$ cat config.mk
export PLATFORM = sky130hd
export DESIGN_NAME = absacc_widen
export DESIGN_NICKNAME = d
export VERILOG_FILES = /design/src/rtl/absacc_pkg.sv /design/src/rtl/absacc_lane.sv /design/src/rtl/absacc_ctrl.sv /design/src/rtl/absacc_datapath.sv /design/src/rtl/absacc_widen.sv
export SDC_FILE = /design/constraint.sdc
export NUM_CORES = 2
export LEC_CHECK = 0
export BUFFER_PORTS_ARGS = -buffer_cell sky130_fd_sc_hd__buf_2
export CAP_MARGIN = 30
export CORE_ASPECT_RATIO = 1.25
export CORE_MARGIN = 2
export CORE_UTILIZATION = 25
export CTS_BUF_LIST = sky130_fd_sc_hd__clkbuf_16
export CTS_CLUSTER_DIAMETER = 50
export CTS_CLUSTER_SIZE = 24
export DETAILED_ROUTE_END_ITERATION = 12
export PLACE_DENSITY = 0.52
export SKIP_LAST_GASP = 1
export SLEW_MARGIN = 30
export SYNTH_ARGS = -nofsm -noshare
export SYNTH_HDL_FRONTEND = slang
export SYNTH_HIERARCHICAL = 1
export SYNTH_SLANG_ARGS = --single-unit
$ cat constraint.sdc
create_clock -name clk -period 9.85 [get_ports clk]
set_clock_uncertainty 0.05 [all_clocks]
set_input_delay 2.4625 -clock clk [delete_from_list [all_inputs] [get_ports clk]]
set_output_delay 2.4625 -clock clk [all_outputs]
set_load 0.02 [all_outputs]
$ cat src/rtl/absacc_pkg.sv
package absacc_pkg;
  localparam int SRC_W     = 64;
  localparam int ACC_W     = 2 * SRC_W;
  localparam int ELEM_BASE = 8;
  localparam int NUM_SIZES = 3;
  localparam int SIZE_W    = 2;

  typedef struct packed {
    logic load;   // legal request: capture the new accumulator
    logic reject; // illegal request: flag it, keep the result
  } ctrlStrobes_t;
endpackage

$ cat src/rtl/absacc_lane.sv
module absacc_lane #(
  parameter int W = 8
) (
  input  logic             isUnsigned,
  input  logic [W-1:0]     elemA,
  input  logic [W-1:0]     elemB,
  input  logic [2*W-1:0]   accLane,
  output logic [2*W-1:0]   sumLane
);
  logic signed [W:0] extA;
  logic signed [W:0] extB;
  logic signed [W:0] diff;
  logic        [W:0] magnitude;

  // one extra bit keeps the difference exact in both interpretations
  assign extA = {isUnsigned ? 1'b0 : elemA[W-1], elemA};
  assign extB = {isUnsigned ? 1'b0 : elemB[W-1], elemB};
  assign diff = extA - extB;
  assign magnitude = diff[W] ? W'(0) - diff : diff;
  assign sumLane = accLane + {{(W-1){1'b0}}, magnitude};
endmodule

$ cat src/rtl/absacc_ctrl.sv
module absacc_ctrl
  import absacc_pkg::*;
(
  input  logic              clk,
  input  logic              rstN,
  input  logic              reqValid,
  input  logic [SIZE_W-1:0] sizeSel,
  input  logic              dstIdxLsb,
  output ctrlStrobes_t      strobes,
  output logic              accValid,
  output logic              illegalOp
);
  logic sizeOk;
  logic bad;

  assign sizeOk  = (sizeSel < SIZE_W'(NUM_SIZES));
  assign bad     = !sizeOk || dstIdxLsb;
  assign strobes.load   = reqValid && !bad;
  assign strobes.reject = reqValid && bad;

  always_ff @(posedge clk) begin
    if (!rstN) begin
      accValid  <= 1'b0;
      illegalOp <= 1'b0;
    end else begin
      accValid  <= strobes.load;
      illegalOp <= strobes.reject;
    end
  end
endmodule

$ cat src/rtl/absacc_datapath.sv
module absacc_datapath
  import absacc_pkg::*;
(
  input  logic              clk,
  input  logic              rstN,
  input  ctrlStrobes_t      strobes,
  input  logic [SIZE_W-1:0] sizeSel,
  input  logic              isUnsigned,
  input  logic [SRC_W-1:0]  srcA,
  input  logic [SRC_W-1:0]  srcB,
  input  logic [ACC_W-1:0]  accIn,
  output logic [ACC_W-1:0]  accOut
);
  logic [ACC_W-1:0] variantSum [NUM_SIZES];
  logic [ACC_W-1:0] nextSum;

  for (genvar g = 0; g < NUM_SIZES; g++) begin : gSize
    localparam int W     = ELEM_BASE << g;
    localparam int LANES = SRC_W / W;
    for (genvar e = 0; e < LANES; e++) begin : gLane
      absacc_lane #(.W(W)) uLane (
        .isUnsigned (isUnsigned),
        .elemA      (srcA[e*W +: W]),
        .elemB      (srcB[e*W +: W]),
        .accLane    (accIn[e*2*W +: 2*W]),
        .sumLane    (variantSum[g][e*2*W +: 2*W])
      );
    end
  end

  always_comb begin
    nextSum = accIn;
    for (int g = 0; g < NUM_SIZES; g++) begin
      if (sizeSel == SIZE_W'(g)) nextSum = variantSum[g];
    end
  end

  always_ff @(posedge clk) begin
    if (!rstN)             accOut <= '0;
    else if (strobes.load) accOut <= nextSum;
  end

  logic unusedReject;
  assign unusedReject = strobes.reject;
endmodule

$ cat src/rtl/absacc_widen.sv
module absacc_widen
  import absacc_pkg::*;
(
  input  logic              clk,
  input  logic              rstN,
  input  logic              reqValid,
  input  logic [SIZE_W-1:0] sizeSel,
  input  logic              isUnsigned,
  input  logic              dstIdxLsb,
  input  logic [SRC_W-1:0]  srcA,
  input  logic [SRC_W-1:0]  srcB,
  input  logic [ACC_W-1:0]  accIn,
  output logic [ACC_W-1:0]  accOut,
  output logic              accValid,
  output logic              illegalOp
);
  ctrlStrobes_t strobes;

  absacc_ctrl uCtrl (
    .clk       (clk),
    .rstN      (rstN),
    .reqValid  (reqValid),
    .sizeSel   (sizeSel),
    .dstIdxLsb (dstIdxLsb),
    .strobes   (strobes),
    .accValid  (accValid),
    .illegalOp (illegalOp)
  );

  absacc_datapath uDp (
    .clk        (clk),
    .rstN       (rstN),
    .strobes    (strobes),
    .sizeSel    (sizeSel),
    .isUnsigned (isUnsigned),
    .srcA       (srcA),
    .srcB       (srcB),
    .accIn      (accIn),
    .accOut     (accOut)
  );
endmodule

==> results_dict.tcl <==
set metrics [dict create \
    hold_class "reg2reg" \
    wl_per_cell_um 19.63 \
    grt_pass1_vias 35000 \
    fp.dieH_um 433.6 \
    synth_cells 4833 \
    fillers 16160 \
    final_layout_size_suffix_gt1_share_pct 12.44 \
    powerDensity_nw_per_um2 162.5 \
    cts_root_buf "clkbuf_16" \
    arrival_ns 9.30 \
    finalHoldViolCount 0 \
    cts_setup_buffers 0 \
    hpwlAfterDp_um 115400 \
    finalSetupViolCount 0 \
    design.die.area_um2 150700 \
    clkSlewWorstSetupHoldPaths_ns 0.08 \
    die_w_um 347.7 \
    max_clock_freq_ghz 0.1118 \
    endpoint_kind "register" \
    maxSlewHeadroom_pct 29.04 \
    post-route-util_pct 27.97 \
    period_share_pct 90.82 \
    cts_buffers 17 \
    clkLatencyLatePin_ns 0.47 \
    slew_violations 0 \
    syn-num-nets 5558 \
    drt_pre_antenna_iters 6 \
    path_common_cell "o21ai_0" \
    grt_max_degree 129 \
    cts-htree-levels 4 \
    antenna_found_initial 58 \
    final_cell_mix "ha_1, xnor2_1, buf_2, a21oi_1, inv_1" \
    cts_buffer_depth 2 \
    rsz0062_at_grt "false" \
    start_util_pct 25.18 \
    grt_util_all_layers_pct 17.72 \
    worstMarginPinSlew_ns 1.053 \
    post_synth.cell_area_avg_um2 7.636 \
    viasPerCell 5.244 \
    critPathSlowestCell "fa_1" \
    fin_nets 5841 \
    cp_max_fo 10 \
    grt_overflow 0 \
    tns_ns 0 \
    cts_sinks 130 \
    timing_worst_setup_path_type "in2reg" \
    status "finished clean" \
    vias 36990 \
    start_kind "input port" \
    io_buffer_count 392 \
    syn-cell-area_um2 36910 \
    p_leak_uw 0.01838 \
    maxCapViolations 0 \
    routabilityCongestion 0.8983 \
    design.portCount 393 \
    routed_wl_um 138500 \
    area_growth_pct 11.08 \
    cp_slowest_stage_delay_ns 0.44 \
    cts.repair.resized 0 \
    drc 0 \
    antenna_left 0 \
    coreArea_um2 146500 \
    rows 157 \
    grt_pass1_wl_um 210300 \
    cts_tree "done" \
    drt-initial-drc-count 2713 \
    ctsHoldBuffers 0 \
    fin_crit_ns 8.946 \
    final_common_cell "ha_1" \
    crit_required_ns 10.20 \
    ir_drop_mv 0.1321 \
    yosysWarnings 6 \
]
-- stage by stage --
step                power, uW  hold slack [ns]  setup WS (ns)  std cells  instance area, um^2
finish                   6660           0.4475         0.9042       7053                40990
global route             7272           0.4683         0.3384       7042                40970
CTS                      6691           0.4515         0.9809       7035                40900
floorplan                4654           0.5529          1.547       4833                36910
global placement         5925           0.4228         0.5885       7003                40320
detailed placement       5950           0.4256         0.4702       7003                40320
-- final cells by class --
type | count | area (um^2) | area share, %
clock inverter | 15 | 158.9 | 0.3876
timing repair buffer | 414 | 2188 | 5.338
multi-input combinational | 4209 | 31900 | 77.82
tap | 1908 | 2387 | 5.823
clock buffer | 17 | 425.4 | 1.038
sequential | 130 | 2603 | 6.348
antenna | 16 | 40.04 | 0.09767
inverter | 344 | 1291 | 3.150
-- worst max-delay path, delay by kind of cell --
family,cells,cell delay (ns)
and+or+nand+nor,5,0.80
muxes,1,0.09
adders and majority gates,3,1.04
buffers and inverters,4,0.58
xor gates and xnor gates,3,0.74
AOI/OAI and AO/OA,13,3.56
-- state kept, by name, summed over array words and instances (netlist names) --
register         count
uDp/accOut         128
uCtrl/illegalOp      1
uCtrl/accValid       1
-- per-layer routing --
| layer | vias up | GRT usage [%] | share of wire, % |
|---|---|---|---|
| met5 | - | 0 | 0.17 |
| met1 | 17490 | 23.53 | 45 |
| met4 | 38 | 2.754 | 1.3 |
| met2 | 954 | 28.89 | 45 |
| met3 | 133 | 4.930 | 8.2 |
| li1 | 18370 | - | - |
-- power by group --
part	total (uW)	switching [uW]	internal [uW]	leakage, uW
logic	5360	3160	2200	0.0170
clock network	681	322	359	0.000287
registers	622	38.4	583	0.00106
-- path summary, 6_finish.rpt --
kind             startpoint        endpoint  slack [ns]  cells past startpoint
max                 srcA[0]  uDp/accOut[55]        0.90                     29
min          uDp/accOut[81]  uDp/accOut[81]        0.45                      2
max reg2reg  uDp/accOut[88]  uDp/accOut[88]        9.03                      2
min reg2reg  uDp/accOut[81]  uDp/accOut[81]        0.45                      2
Note: power is estimated with default switching activity, not from simulation.
